### src/rtl/gpio_pin_pkg.sv
package gpio_pin_pkg;

    // Per-pin filter states
    typedef enum logic [1:0] {
        FLT_OFF  = 2'd0,
        FLT_HOLD = 2'd1,
        FLT_RUN1 = 2'd2,
        FLT_RUN2 = 2'd3
    } flt_state_t;

    // Register select encoding on the bus address
    typedef enum logic [1:0] {
        SEL_DATA = 2'd0,
        SEL_DIR  = 2'd1,
        SEL_MODE = 2'd2,
        SEL_DBEN = 2'd3
    } reg_sel_t;

endpackage

### src/rtl/gpio_pin_regs.sv
module gpio_pin_regs
    import gpio_pin_pkg::*;
#(
    parameter int unsigned     W        = 8,
    parameter logic [W-1:0]    MODE_RST = 8'h08,
    parameter logic [W-1:0]    DB_MASK  = 8'hC6
) (
    input  logic         clk,
    input  logic         rst_n,
    input  logic         wr,
    input  logic [1:0]   addr,
    input  logic [W-1:0] wdata,
    output logic [W-1:0] rdata,
    output logic [W-1:0] data_q,
    output logic [W-1:0] dir_q,
    output logic [W-1:0] mode_q,
    output logic [W-1:0] dben_q
);

    reg_sel_t sel;

    assign sel = reg_sel_t'(addr);

    always_ff @(posedge clk or negedge rst_n) begin
        if (!rst_n) begin
            data_q <= '0;
            dir_q  <= '0;
            mode_q <= MODE_RST;
            dben_q <= '0;
        end else if (wr) begin
            unique case (sel)
                SEL_DATA: data_q <= wdata;
                SEL_DIR:  dir_q  <= wdata;
                SEL_MODE: mode_q <= wdata;
                SEL_DBEN: dben_q <= wdata & DB_MASK;
            endcase
        end
    end

    always_comb begin
        unique case (sel)
            SEL_DATA: rdata = data_q;
            SEL_DIR:  rdata = dir_q;
            SEL_MODE: rdata = mode_q;
            SEL_DBEN: rdata = dben_q;
        endcase
    end

endmodule

### src/rtl/gpio_pin_sync.sv
module gpio_pin_sync #(
    parameter int unsigned W      = 8,
    parameter int unsigned STAGES = 2
) (
    input  logic         clk,
    input  logic         rst_n,
    input  logic [W-1:0] d,
    output logic [W-1:0] q
);

    localparam int unsigned LAST = STAGES - 1;

    logic [W-1:0] chain [STAGES];

    always_ff @(posedge clk or negedge rst_n) begin
        if (!rst_n) begin
            chain[0] <= '0;
        end else begin
            chain[0] <= d;
        end
    end

    for (genvar s = 1; s < STAGES; s++) begin : g_stage
        always_ff @(posedge clk or negedge rst_n) begin
            if (!rst_n) begin
                chain[s] <= '0;
            end else begin
                chain[s] <= chain[s-1];
            end
        end
    end

    assign q = chain[LAST];

endmodule

### src/rtl/gpio_pin_filter.sv
module gpio_pin_filter
    import gpio_pin_pkg::*;
(
    input  logic clk,
    input  logic rst_n,
    input  logic tick,
    input  logic active,
    input  logic raw,
    output logic filt
);

    flt_state_t state, nxt;
    logic       held;
    logic       differs;

    assign differs = (raw != held);

    // State register
    always_ff @(posedge clk or negedge rst_n) begin
        if (!rst_n) begin
            state <= FLT_OFF;
        end else begin
            state <= nxt;
        end
    end

    // Next-state logic
    always_comb begin
        nxt = state;
        unique case (state)
            FLT_OFF: begin
                if (active) nxt = FLT_HOLD;                      // enter
            end
            FLT_HOLD: begin
                if (!active)                nxt = FLT_OFF;       // leave
                else if (tick && differs)   nxt = FLT_RUN1;      // diverge
            end
            FLT_RUN1: begin
                if (!active)                nxt = FLT_OFF;       // leave
                else if (tick && differs)   nxt = FLT_RUN2;      // persist
                else if (tick)              nxt = FLT_HOLD;      // break
            end
            FLT_RUN2: begin
                if (!active)                nxt = FLT_OFF;       // leave
                else if (tick)              nxt = FLT_HOLD;      // accept or break
            end
        endcase
    end

    // Held level: follows raw while bypassed, loads on acceptance
    always_ff @(posedge clk or negedge rst_n) begin
        if (!rst_n) begin
            held <= 1'b0;
        end else if (!active || state == FLT_OFF) begin
            held <= raw;
        end else if (state == FLT_RUN2 && tick && differs) begin
            held <= raw;
        end
    end

    // Output process
    always_comb begin
        filt = raw;
        unique case (state)
            FLT_OFF:  filt = raw;
            FLT_HOLD,
            FLT_RUN1,
            FLT_RUN2: filt = active ? held : raw;
        endcase
    end

endmodule

### src/rtl/gpio_pin_pad.sv
module gpio_pin_pad #(
    parameter int unsigned W = 8
) (
    input  logic [W-1:0] data_q,
    input  logic [W-1:0] dir_q,
    input  logic [W-1:0] mode_q,
    output logic [W-1:0] pad_oe,
    output logic [W-1:0] pad_out
);

    for (genvar i = 0; i < W; i++) begin : g_pin
        always_comb begin
            if (mode_q[i]) begin
                // open-drain: pull low only, release for a one
                pad_oe[i]  = dir_q[i] & ~data_q[i];
                pad_out[i] = 1'b0;
            end else begin
                pad_oe[i]  = dir_q[i];
                pad_out[i] = data_q[i];
            end
        end
    end

endmodule

### src/rtl/gpio_pin_ctrl.sv
module gpio_pin_ctrl #(
    parameter int unsigned  W        = 8,
    parameter int unsigned  SYNC_LEN = 2,
    parameter logic [W-1:0] MODE_RST = 8'h08,
    parameter logic [W-1:0] DB_MASK  = 8'hC6
) (
    input  logic         clk,
    input  logic         rst_n,
    input  logic         bus_wr,
    input  logic [1:0]   bus_addr,
    input  logic [W-1:0] bus_wdata,
    output logic [W-1:0] bus_rdata,
    input  logic         dbnc_tick,
    input  logic         stop_mode,
    input  logic [W-1:0] pin_in,
    output logic [W-1:0] pad_oe,
    output logic [W-1:0] pad_out,
    output logic [W-1:0] pin_filt
);

    logic [W-1:0] data_q;
    logic [W-1:0] dir_q;
    logic [W-1:0] mode_q;
    logic [W-1:0] dben_q;
    logic [W-1:0] raw_sync;

    gpio_pin_regs #(
        .W        (W),
        .MODE_RST (MODE_RST),
        .DB_MASK  (DB_MASK)
    ) u_regs (
        .clk    (clk),
        .rst_n  (rst_n),
        .wr     (bus_wr),
        .addr   (bus_addr),
        .wdata  (bus_wdata),
        .rdata  (bus_rdata),
        .data_q (data_q),
        .dir_q  (dir_q),
        .mode_q (mode_q),
        .dben_q (dben_q)
    );

    gpio_pin_pad #(
        .W (W)
    ) u_pad (
        .data_q  (data_q),
        .dir_q   (dir_q),
        .mode_q  (mode_q),
        .pad_oe  (pad_oe),
        .pad_out (pad_out)
    );

    gpio_pin_sync #(
        .W      (W),
        .STAGES (SYNC_LEN)
    ) u_sync (
        .clk   (clk),
        .rst_n (rst_n),
        .d     (pin_in),
        .q     (raw_sync)
    );

    for (genvar i = 0; i < W; i++) begin : g_flt
        if (DB_MASK[i]) begin : g_on
            gpio_pin_filter u_filter (
                .clk    (clk),
                .rst_n  (rst_n),
                .tick   (dbnc_tick),
                .active (dben_q[i] & ~stop_mode),
                .raw    (raw_sync[i]),
                .filt   (pin_filt[i])
            );
        end else begin : g_off
            assign pin_filt[i] = raw_sync[i];
        end
    end

endmodule

### config.mk
export PLATFORM = sky130hd
export DESIGN_NAME = gpio_pin_ctrl
export DESIGN_NICKNAME = d
export VERILOG_FILES = /design/src/rtl/gpio_pin_pkg.sv /design/src/rtl/gpio_pin_regs.sv /design/src/rtl/gpio_pin_sync.sv /design/src/rtl/gpio_pin_filter.sv /design/src/rtl/gpio_pin_pad.sv /design/src/rtl/gpio_pin_ctrl.sv
export SDC_FILE = /design/constraint.sdc
export NUM_CORES = 1
export LEC_CHECK = 0
export BUFFER_PORTS_ARGS = -buffer_cell sky130_fd_sc_hd__buf_2
export CAP_MARGIN = 20
export CORE_ASPECT_RATIO = 1.4
export CORE_MARGIN = 4
export CORE_UTILIZATION = 40
export DETAILED_ROUTE_END_ITERATION = 8
export PLACE_DENSITY = 0.7
export SYNTH_ARGS = -nofsm -noshare
export SYNTH_HDL_FRONTEND = slang
export SYNTH_SLANG_ARGS = --single-unit
### constraint.sdc
create_clock -name clk -period 1.2 [get_ports clk]
set_input_delay 0.18 -clock clk [delete_from_list [all_inputs] [get_ports clk]]
set_output_delay 0.18 -clock clk [all_outputs]
set_load 0.02 [all_outputs]
==> summary by stage, run 1 <==
Global route
The via count of the first global-routing pass came to 2161. The global-route wire length before repair is 10200 um. The number of antenna violations at the first check in global routing is 0. The pin count of the biggest net entering global routing is 22.

The global routing usage summed across all routing layers is 0.156. The total overflow left after global routing is 0.

Floorplan
In this run the vertical extent of the chip is 104 um. Pin placement for this block handled 55 I/O pins. The die is 76.6 um wide. The initialized floorplan defines 34 standard-cell rows. The die outline area is 0.00797 mm^2. For this configuration, the core starts out at a cell density of 0.419. The core area is 0.00630 mm^2.

Clock tree
The number of buffers created by CTS is 5. The clock insertion delay at the later pin of the skew report is 0.30 ns. For this design, the sink count on the clock tree is 56.

The clock transition at the registers of the reported paths is 0.09 ns. No sink is reached through more buffers than the 2 on the longest clock path. The H-tree was split into 2 levels. TritonCTS built the clock tree. The buffer cell driving the clock tree root is sky130_fd_sc_hd__clkbuf_8.

Power
The clock network power share is 0.227. The largest voltage drop on the vdd net is 0.00103 V. The net switching power is 0.00159 W. The leakage component of the power is 1.69 nW.

The switching part of the total power is 0.297. In this run the power density over the cells is 1420 mW/mm^2. The fraction of power consumed by sequential logic is 0.441. Internal power comes to 0.00376 W. The share of total power dissipated in combinational logic is 0.332.

Cells and area
The number of antenna diodes in the final layout is 0. Counting the fill cells in the layout gives 485. At the end of the flow, the number of nets in the layout was 334. After routing the design area is 0.00376 mm^2. Of the cells placed in the final design, the portion with a size suffix greater than 1 is 0.554. The area used by multi-input combinational logic is 0.00127 mm^2. The sequential cell area is 0.00141 mm^2.

The area added between synthesis and finish is 42.5%. The finished layout holds 384 standard cells, fillers aside.

Critical path
The endpoint kind of the worst setup timing path is an output port. For the worst flop-to-flop path, the logic depth is 4. The critical path is of the reg2out type. Data arrives at the worst endpoint at 1.37 ns.

The largest fanout of any net on the critical path is 2. At the worst endpoint, the required time is 1.02 ns. The startpoint class of the critical path is a flop.

Detailed routing
The total vias in the final route is 2013. For this block, the routed nets add up to 6160 um of wire. The pre-antenna-repair detailed-routing pass consisted of 4 iterations. After detailed routing, the number of remaining DRC violations is 0. The first-iteration detailed-routing DRC count is 99. The vias per cell is 5.24. In the final routed layout, each cell accounts on average for 16.0 um.

Once detail routing completed, the nets flagged for antenna violations numbered 0.

Logic synthesis
The largest area contributor in the synthesized netlist is sky130_fd_sc_hd__dfrtp_1. The average cell area after synthesis is 12.5 um^2. Of the post-synthesis cell area, the dominant cell type holds 0.522. Counting instances in the post-synthesis netlist gives the leading cell types as sky130_fd_sc_hd__dfrtp_1 (55), sky130_fd_sc_hd__mux2_2 (32), sky130_fd_sc_hd__nor2b_1 (17). For this run, the number of Yosys warnings is 0. Yosys mapped a number of flops with a built-in enable equal to 0.

The most frequent cell after synthesis is sky130_fd_sc_hd__dfrtp_1. Of the synthesized area, sequential elements account for 0.532. By area the synthesized netlist is led by sky130_fd_sc_hd__dfrtp_1 (52%), sky130_fd_sc_hd__mux2_2 (14%), sky130_fd_sc_hd__nor2b_1 (4.0%). The number of distinct library cells after synthesis is 37. Summing every instance area after synthesis gives 0.00264 mm^2. The synthesized design contains 56 register bits. Counting flops with an async set or reset pin after synthesis yields a share of 1.00.

The number of instances in the synthesized netlist is 211. The most instantiated flip-flop cell in the synthesis netlist is sky130_fd_sc_hd__dfrtp_1. Synthesis produced a netlist with a net count of 234.

STA
For the pin with the worst max-slew slack, the measured transition is 0.391 ns. The post-route clock period utilization is 1.29. Setup repair after global routing could not meet its margin everywhere. The number of endpoints failing setup at the final stage is 28. The post-layout worst setup margin is -0.352 ns. The final-layout worst hold slack is 0.138 ns. For this run, the top clock speed supported by timing is 644 MHz. Headroom to the max-slew limit came out at 0.739.

The hold violation total from the final report was 0. Across the routed clock network, the largest skew measured is 0.00466 ns. Subtracting the final worst setup slack from the clock period gives 1.55 ns. After routing, the total negative slack on setup checks comes to -4.05 ns. The final count of pins violating max slew is 0.

Worst hold path
The path class of the tightest hold or removal check is in2reg. The worst hold path passes through 2 cells.

Placement
The weighted congestion at the end of routability-driven global placement is 0.797. The count of buffers from port buffering is 54. Timing analysis after detailed placement gives a worst setup slack of -0.174 ns. After detailed placement, the total cell area comes to 0.00319 mm^2.

The half-perimeter wire length after detailed placement is 4150 um. After detailed placement, the design holds a cell count of 358.

Outcome
The checks that failed: setup timing. The flow ran to the end, but the final reports show violations.

Flow run
The count of max-cap constraint violations is 0.
-- sequential cells by signal, summed over array words and instances (netlist names) --
name and count:
u_regs.dben_q 4, u_regs.mode_q 8, g_flt.g_on.u_filter.state 8, u_regs.data_q 8, u_sync.q 8, g_flt.g_on.u_filter.held 4
u_regs.dir_q 8, u_sync.chain 8
-- layout by cell type, fill, tap and decap left out, drive strengths merged --
cell / synthesis / routed
o311a: 1 / 1
nand3b: 3 / 3
mux4: 4 / 4
o221ai: 1 / 1
a21oi: 1 / 1
nor3: 4 / 4
dlygate4sd3: 0 / 9
a211oi: 1 / 1
o2bb2ai: 1 / 1
clkbuf: 0 / 6
nor3b: 1 / 1
bufinv: 0 / 1
o22ai: 1 / 1
nand2b: 5 / 5
or3b: 1 / 1
nand3: 4 / 4
a2bb2oi: 2 / 2
a31oi: 1 / 1
nor2: 8 / 8
nand2: 15 / 15
mux2i: 4 / 4
or3: 2 / 2
dfrtp: 55 / 55
nor2b: 17 / 17
dfstp: 1 / 1
o31a: 1 / 1
o211ai: 3 / 3
clkinv: 0 / 1
inv: 4 / 4
and2b: 1 / 1
mux2: 32 / 32
buf: 11 / 95
o21ai: 6 / 6
o21a: 2 / 2
nand4: 2 / 2
xnor2: 4 / 4
and4: 1 / 1
a21boi: 11 / 11
-- power groups by stage --
stage               clock, W  combinational (W)  sequential [W]
global placement           0            0.00132         0.00234
global route         0.00130            0.00191         0.00240
finish               0.00121            0.00177         0.00236
floorplan                  0           0.000816         0.00232
detailed placement         0            0.00134         0.00235
CTS                  0.00123            0.00157         0.00233
-- path summary, 6_finish.rpt --
check,endpoint,from,slack [ns]
min in group asynchronous,u_regs.data_q[3],rst_n,0.33
worst max-delay path,pin_filt[1],g_flt[1].g_on.u_filter.state[0],-0.35
worst max register to register,g_flt[1].g_on.u_filter.state[1],g_flt[1].g_on.u_filter.state[0],-0.07
worst min register to register,u_sync.q[5],u_sync.chain[13],0.36
max in group asynchronous,u_regs.mode_q[4],rst_n,0.42
worst min-delay path,u_regs.dir_q[4],bus_wdata[4],0.14
-- per-stage QoR --
| stage | power [W] | utilization |
|---|---|---|
| 6_report | 0.00534 | 0.597 |
| 2_1_floorplan | 0.00313 | - |
| 5_1_grt | 0.00560 | 0.597 |
| 4_1_cts | 0.00514 | 0.562 |
| 3_5_place_dp | 0.00370 | 0.507 |
| 3_3_place_gp | 0.00366 | 0.507 |
-- metal layers --
metal,vias to the layer above,global-route usage,wire [um]
met3,10,0.0243,230
met1,1005,0.179,2540
met4,0,0.0544,100
li1,948,-,-
met5,-,0,0
met2,50,0.288,3290
-- critical path, cell delays in order, from the launching register on --
cell	delay (ns)
sky130_fd_sc_hd__dfrtp_1	0.41
sky130_fd_sc_hd__nor2_2	0.17
sky130_fd_sc_hd__nor2_2	0.07
sky130_fd_sc_hd__mux2_4	0.30
sky130_fd_sc_hd__buf_6	0.13
-- logic make-up after synthesis --
group / Yosys count / share of synthesized area
mux: 40 / 0.192
xor+xnor: 4 / 0.0133
flops: 56 / 0.532
simple gates: 64 / 0.138
buf+inv: 15 / 0.0375
compound gates: 32 / 0.0869
-- what timing repair did --
action	in CTS	in global routing
endpoints found under the setup margin	28	32
endpoints found under the hold margin	19	0
pin swaps	6	5
hold buffers	9	0
gates resized for setup	61	49
setup buffers	5	13
-- area by class of cell --
class                   count  share of cell area
clock buffers               6              0.0193
clock inverters             2             0.00933
inverters                   4             0.00400
multi-input cells         140               0.339
flip-flops and latches     56               0.375
well taps                  72              0.0240
repair buffers            104               0.230
(Power assumes the default switching activity.)
==> run 2: changes to the inputs <==
--- a/config.mk
+++ b/config.mk
@@ -12,6 +12,7 @@
 export CORE_UTILIZATION = 40
 export DETAILED_ROUTE_END_ITERATION = 8
 export PLACE_DENSITY = 0.7
+export SKIP_CTS_REPAIR_TIMING = 1
 export SYNTH_ARGS = -nofsm -noshare
 export SYNTH_HDL_FRONTEND = slang
 export SYNTH_SLANG_ARGS = --single-unit
==> run 2 against run 1 <==
Largest cell class unchanged. Cell count shrank 1.0%. Combinational power is essentially flat. Highest routed layer unchanged. The run still ends with setup timing left. Critical path depth shrank 2.
==> summary by stage, run 2 (same netlist as run 1, synthesis figures left out) <==
Flow run
The count of max-cap constraint violations is 0 (unchanged).

Placement
The half-perimeter wire length after detailed placement is 4150 um (unchanged). The count of buffers from port buffering came to 54 (unchanged). The weighted congestion at the end of routability-driven global placement is 0.797 (unchanged). The placed instance count is 358 (unchanged). The minimum setup slack after placement was -0.174 ns (unchanged).

Detailed routing
The total vias in the final route came to 1997 (was 2013). The aggregate routed wire length is 5940 um (was 6160 um). The post-route antenna net violation count is 0 (unchanged). The detailed-route DRC error count is 0 (unchanged). The first-iteration detailed-routing DRC count is 72 (was 99). The routed length per instance is 15.6 um (was 16.0 um). The vias per cell is 5.26 (was 5.24). The total iterations of the first detailed-routing run is 4 (unchanged).

Cells and area
The number of cells in the finished layout apart from fillers is 380 (was 384). The net total in the final layout is 330 (was 334). The sequential cell area is 0.00141 mm^2 (about the same). The area used by multi-input combinational logic is 0.00124 mm^2 (was 0.00127 mm^2). The share of cells above drive strength 1 is 0.526 (was 0.554). The area added between synthesis and finish is 40.2% (was 42.5%). Most frequent cells in the layout: sky130_fd_sc_hd__dfrtp_1 (53), sky130_fd_sc_hd__buf_4 (33), sky130_fd_sc_hd__buf_6 (29) (was sky130_fd_sc_hd__dfrtp_1 (51), sky130_fd_sc_hd__buf_4 (39), sky130_fd_sc_hd__mux2_2 (28)). The count of inserted antenna diode cells is 0 (unchanged). The number of filler instances in the final layout is 509 (was 485). The commonest non-fill, non-tap cell in the layout is sky130_fd_sc_hd__dfrtp_1 (unchanged).

STA
The slew at the pin closest to its max-slew limit is 0.389 ns (was 0.391 ns). The final-layout worst hold slack came to 0.144 ns (was 0.138 ns). The final count of pins violating max slew is 0 (unchanged).

The hold violation total from the final report is 0 (unchanged). The number of endpoints failing setup at the final stage is 29 (was 28). The highest attainable clock frequency came to 646 MHz (was 644 MHz). The maximum clock skew at final layout is 0.00260 ns (was 0.00466 ns). RSZ-0062 raised after global routing: yes (unchanged). The worst max-slew margin expressed relative to the limit is 0.740 (was 0.739). The post-layout worst setup margin was -0.349 ns (was -0.352 ns). The minimum clock period is 1.55 ns (about the same). The total negative slack for setup checks is -4.09 ns (was -4.05 ns). The post-route clock period utilization is 1.29 (about the same).

Floorplan
The die span in x is 76.6 um (unchanged). The effective utilization at floorplan is 0.419 (unchanged). The die outline area is 0.00797 mm^2 (unchanged). The core area is 0.00630 mm^2 (unchanged). The die boundary height is 104 um (unchanged). The number of core rows is 34 (unchanged).

The total I/O pin count is 55 (unchanged).

Worst hold path
The cell depth of the worst min-delay path came to 2 (unchanged). The class of the most critical hold timing path is in2reg (unchanged).

Clock tree
The number of H-tree levels is 2 (unchanged). The clock transition at the registers of the reported paths is 0.09 ns (about the same). The TritonCTS clock tree is built (unchanged).

The number of buffers created by CTS was 5 (unchanged). The maximum number of buffers from clock root to sink was 2 (unchanged). The number of clock sinks is 56 (unchanged). The buffer cell driving the clock tree root is sky130_fd_sc_hd__clkbuf_8 (unchanged). The clock insertion delay at the later pin of the skew report was 0.30 ns (about the same).

Critical path
The largest fanout of any net on the critical path is 2 (unchanged). The startpoint class of the critical path is a flop (unchanged). The category of the most critical setup path is reg2out (unchanged). The data arrival at the endpoint of the critical path is 1.37 ns (about the same).

The worst reg-to-reg path cell count was 3 (was 4). The endpoint kind of the worst setup timing path is an output port (unchanged). The required time at the endpoint of the critical path is 1.02 ns (about the same).

Power
The total power is 0.00530 W (was 0.00534 W). The power density normalized to cell area was 1430 mW/mm^2 (was 1420 mW/mm^2). The largest voltage drop on the vdd net is 0.000971 V (was 0.00103 V). The leakage component of the power is 1.67 nW (was 1.69 nW).

Global route
The global routing usage summed across all routing layers is 0.146 (was 0.156). The number of antenna violations at the first check in global routing came to 0 (unchanged). The pin count of the biggest net entering global routing came to 22 (unchanged). The overflow left after global routing was 0 (unchanged).

The global-route wire length before repair is 9520 um (was 10200 um). The via count of the first global-routing pass is 2038 (was 2161).

Outcome
Violations in the final reports: setup timing (unchanged). Run status: finished, violations left (unchanged).
[run 2: area by class of cell]
type / count / area share
sequential: 56 / 0.380
clock inverter: 2 / 0.00948
clock buffer: 6 / 0.0196
inverter: 4 / 0.00406
multi-input combinational: 140 / 0.335
timing repair buffer: 100 / 0.227
tap: 72 / 0.0244
[run 2: worst max-delay path, cell delays in order (launching register included)]
cell and delay, ns:
sky130_fd_sc_hd__dfrtp_1 0.42, sky130_fd_sc_hd__mux4_2 0.50, sky130_fd_sc_hd__buf_6 0.15
[run 2: where the power goes]
part	switching (W)	internal, W
Sequential	0.000214	0.00214
Clock	0.000589	0.000621
Combinational	0.000765	0.000975
Total	0.00157	0.00373
[run 2: final timing paths]
path / from / slack (ns) / endpoint
worst min register to register: u_sync.chain[10] / 0.36 / u_sync.q[2]
worst max register to register: u_sync.q[1] / -0.01 / g_flt[1].g_on.u_filter.state[0]
worst min-delay path: bus_wdata[3] / 0.14 / u_regs.dir_q[3]
min in group asynchronous: rst_n / 0.32 / u_regs.data_q[3]
max in group asynchronous: rst_n / 0.44 / u_sync.chain[13]
worst max-delay path: u_regs.mode_q[1] / -0.35 / bus_rdata[1]
[run 2: layer usage]
layer  wire (um)  global-route usage
met1        2430               0.174
met2        3150               0.266
met5           0                   0
met4          99              0.0453
met3         262              0.0217
[run 2: stage by stage]
step                      utilization  instance area (um^2)
after floorplan                     -                  2660
after global placement          0.507                  3190
after detailed placement        0.507                  3190
after CTS                       0.524                  3300
after global routing            0.587                  3690
final                           0.587                  3690
==> run 3: changes to the inputs <==
--- a/config.mk
+++ b/config.mk
@@ -5,6 +5,7 @@
 export SDC_FILE = /design/constraint.sdc
 export NUM_CORES = 1
 export LEC_CHECK = 0
+export ABC_AREA = 1
 export BUFFER_PORTS_ARGS = -buffer_cell sky130_fd_sc_hd__buf_2
 export CAP_MARGIN = 20
 export CORE_ASPECT_RATIO = 1.4
==> run 3 against run 2 <==
Non-clock buffer count is 17 lower. Critical path type unchanged. Via count is 14% higher. Final area is 1.9% lower. Die area is 3.2% higher. Hold slack better by 0.0040 ns. Combinational power is 21% lower. The run still ends with setup timing left.
==> summary by stage, run 3 <==
Logic synthesis
The synthesis-stage register bit count is 56 (unchanged). The average cell area after synthesis is 8.61 um^2 (was 12.5 um^2). The count of flip-flops with a built-in enable after synthesis is 0 (unchanged). The number of warnings printed during yosys synthesis was 0 (unchanged). The number of nets in the synthesized netlist is 340 (was 234). Top post-synthesis cells by count: sky130_fd_sc_hd__nand2_1 (96), sky130_fd_sc_hd__dfrtp_1 (55), sky130_fd_sc_hd__inv_1 (39) (was sky130_fd_sc_hd__dfrtp_1 (55), sky130_fd_sc_hd__mux2_2 (32), sky130_fd_sc_hd__nor2b_1 (17)). The area fraction of the dominant cell type after synthesis is 0.504 (was 0.522). The share of synthesized registers carrying an async set or reset is 1.00 (unchanged). The cell area after synthesis came to 0.00273 mm^2 (was 0.00264 mm^2).

The largest area contributor in the synthesized netlist is sky130_fd_sc_hd__dfrtp_1 (unchanged). The most instantiated flip-flop cell in the synthesis netlist was sky130_fd_sc_hd__dfrtp_1 (unchanged). The register area share after synthesis is 0.514 (was 0.532).

The number of distinct library cells after synthesis is 25 (was 37). The most frequent cell after synthesis is sky130_fd_sc_hd__nand2_1 (was sky130_fd_sc_hd__dfrtp_1). Top cells by area, synth: sky130_fd_sc_hd__dfrtp_1 (50%), sky130_fd_sc_hd__nand2_1 (13%), sky130_fd_sc_hd__inv_1 (5.4%) (was sky130_fd_sc_hd__dfrtp_1 (52%), sky130_fd_sc_hd__mux2_2 (14%), sky130_fd_sc_hd__nor2b_1 (4.0%)). The number of instances in the synthesized netlist is 317 (was 211).

Floorplan
The die span in x is 77.8 um (was 76.6 um). The die outline area is 0.00823 mm^2 (was 0.00797 mm^2). The number of core rows is 35 (was 34).

The core area is 0.00661 mm^2 (was 0.00630 mm^2). The effective utilization at floorplan is 0.413 (was 0.419). The total I/O pin count is 55 (unchanged). The die boundary height came to 106 um (was 104 um).

Critical path
The category of the most critical setup path was reg2out (unchanged). The required time at the endpoint of the critical path came to 1.02 ns (about the same). The startpoint class of the critical path is a flop (unchanged). The largest fanout of any net on the critical path is 3 (was 2). The endpoint kind of the worst setup timing path is an output port (unchanged). The data arrival at the endpoint of the critical path came to 1.28 ns (was 1.37 ns).

Placement
The weighted congestion at the end of routability-driven global placement is 0.813 (was 0.797). The count of buffers from port buffering is 54 (unchanged). The half-perimeter wire length after detailed placement is 4440 um (was 4150 um).

The instance area at placement is 0.00312 mm^2 (was 0.00319 mm^2). The placed instance count is 461 (was 358). The minimum setup slack after placement is -0.101 ns (was -0.174 ns).

STA
The slew at the pin closest to its max-slew limit is 0.321 ns (was 0.389 ns). The post-layout worst setup margin is -0.258 ns (was -0.349 ns). The highest attainable clock frequency is 686 MHz (was 646 MHz).

The final count of pins violating max slew is 0 (unchanged). The worst max-slew margin expressed relative to the limit is 0.785 (was 0.740). The number of endpoints failing setup at the final stage is 22 (was 29). The minimum clock period is 1.46 ns (was 1.55 ns). The maximum clock skew at final layout is 0.00176 ns (was 0.00260 ns). RSZ-0062 raised after global routing: yes (unchanged). The post-route clock period utilization is 1.22 (was 1.29). The hold violation total from the final report is 0 (unchanged).

Clock tree
The clock insertion delay at the later pin of the skew report is 0.30 ns (about the same). The TritonCTS clock tree is built (unchanged). The number of buffers created by CTS is 5 (unchanged).

The number of H-tree levels is 2 (unchanged). The maximum number of buffers from clock root to sink is 2 (unchanged). The clock transition at the registers of the reported paths is 0.09 ns (about the same).

The number of clock sinks was 56 (unchanged). The buffer cell driving the clock tree root is sky130_fd_sc_hd__clkbuf_8 (unchanged).

Global route
The number of antenna violations at the first check in global routing is 0 (unchanged). The overflow left after global routing is 0 (unchanged). The global routing usage summed across all routing layers is 0.148 (was 0.146). The global-route wire length before repair is 9800 um (was 9520 um).

The pin count of the biggest net entering global routing is 25 (was 22). The via count of the first global-routing pass was 2241 (was 2038).

Worst hold path
The class of the most critical hold timing path is in2reg (unchanged).

Power
The internal portion of total power came to 0.00325 W (was 0.00373 W). The net switching power is 0.00151 W (was 0.00157 W). The largest voltage drop on the vdd net is 0.000568 V (was 0.000971 V).

The leakage component of the power was 1.83 nW (was 1.67 nW). The switching part of the total power was 0.317 (was 0.296). The fraction of power consumed by sequential logic came to 0.481 (was 0.444). The combinational group share of total power was 0.288 (was 0.328).

The power density normalized to cell area is 1310 mW/mm^2 (was 1430 mW/mm^2). The clock network power share was 0.231 (was 0.228).

Cells and area
The number of cells in the finished layout apart from fillers is 486 (was 380). The net total in the final layout is 416 (was 330). The final core utilization is 0.548 (was 0.587). The count of inserted antenna diode cells is 0 (unchanged). The post-route cell area is 0.00363 mm^2 (was 0.00369 mm^2).

The commonest non-fill, non-tap cell in the layout is sky130_fd_sc_hd__nand2_1 (was sky130_fd_sc_hd__dfrtp_1). The sequential cell area was 0.00140 mm^2 (was 0.00141 mm^2). Most frequent cells in the layout: sky130_fd_sc_hd__nand2_1 (92), sky130_fd_sc_hd__dfrtp_1 (55), sky130_fd_sc_hd__inv_1 (34) (was sky130_fd_sc_hd__dfrtp_1 (53), sky130_fd_sc_hd__buf_4 (33), sky130_fd_sc_hd__buf_6 (29)). The area added between synthesis and finish is 32.9% (was 40.2%). The area used by multi-input combinational logic came to 0.00118 mm^2 (was 0.00124 mm^2). The share of cells above drive strength 1 was 0.350 (was 0.526). The number of filler instances in the final layout is 593 (was 509).

Detailed routing
The post-route antenna net violation count is 0 (unchanged). The vias per cell was 4.66 (was 5.26). The total vias in the final route came to 2267 (was 1997). The total iterations of the first detailed-routing run is 4 (unchanged). The first-iteration detailed-routing DRC count is 93 (was 72). The aggregate routed wire length was 6140 um (was 5940 um).

The routed length per instance came to 12.6 um (was 15.6 um). The detailed-route DRC error count came to 0 (unchanged).

Outcome
Violations in the final reports: setup timing (unchanged). Run status: finished, violations left (unchanged).

Flow run
The count of max-cap constraint violations came to 0 (unchanged).
-- run 3: power by group through the flow --
stage	logic, W	clock network, W	registers, W
after floorplan	0.000717	0	0.00226
after global placement	0.00105	0	0.00229
after detailed placement	0.00107	0	0.00230
after CTS	0.00107	0.00113	0.00227
after global routing	0.00150	0.00120	0.00232
final	0.00137	0.00110	0.00229
-- run 3: worst max-delay path, cell delays in order, from the launching register on --
cell	delay, ns
sky130_fd_sc_hd__dfrtp_1	0.38
sky130_fd_sc_hd__inv_2	0.06
sky130_fd_sc_hd__nor2_4	0.12
sky130_fd_sc_hd__o21ai_2	0.08
sky130_fd_sc_hd__nor2_1	0.14
sky130_fd_sc_hd__a21oi_2	0.04
sky130_fd_sc_hd__buf_4	0.15
-- run 3: routing by layer --
metal | vias up | wire length [um] | GRT usage
met2 | 38 | 3320 | 0.271
met5 | - | 0 | 0
met4 | 0 | 114 | 0.0445
li1 | 1142 | - | -
met1 | 1077 | 2480 | 0.167
met3 | 10 | 222 | 0.0342
-- run 3: worst paths after layout --
path	to	slack, ns	from	cells past startpoint
setup / recovery	pin_filt[7]	-0.26	u_regs.dben_q[7]	6
hold / removal	u_regs.mode_q[3]	0.15	bus_wdata[3]	3
setup reg to reg	g_flt[7].g_on.u_filter.state[1]	0.10	g_flt[7].g_on.u_filter.state[1]	7
hold reg to reg	u_sync.q[2]	0.35	u_sync.chain[10]	0
max in group asynchronous	u_regs.mode_q[3]	0.40	rst_n	3
min in group asynchronous	u_sync.chain[13]	0.30	rst_n	2
-- run 3: metrics by stage --
stage / hold slack (ns) / setup TNS [ns] / total power [W]
floorplan: -0.116 / 0 / 0.00298
global placement: 0.0773 / -0.343 / 0.00334
detailed placement: 0.0809 / -0.657 / 0.00337
CTS: -0.250 / -3.28 / 0.00447
global route: 0.154 / -3.47 / 0.00502
finish: 0.148 / -1.94 / 0.00476
-- run 3: cell type report --
class                      instances  share of cell area
multi-input combinational        206               0.325
clock buffer                       8              0.0276
tap                               92              0.0317
sequential                        56               0.387
timing repair buffer              83               0.185
inverter                          41              0.0438
-- run 3: logic make-up (layout without fill, tap and decap cells) --
logic type	count (synthesis)	in the layout	synth area share
simple gates	144	144	0.231
compound gates	60	60	0.146
flops	56	56	0.514
buf+inv	55	132	0.103
xor+xnor	2	2	0.00642
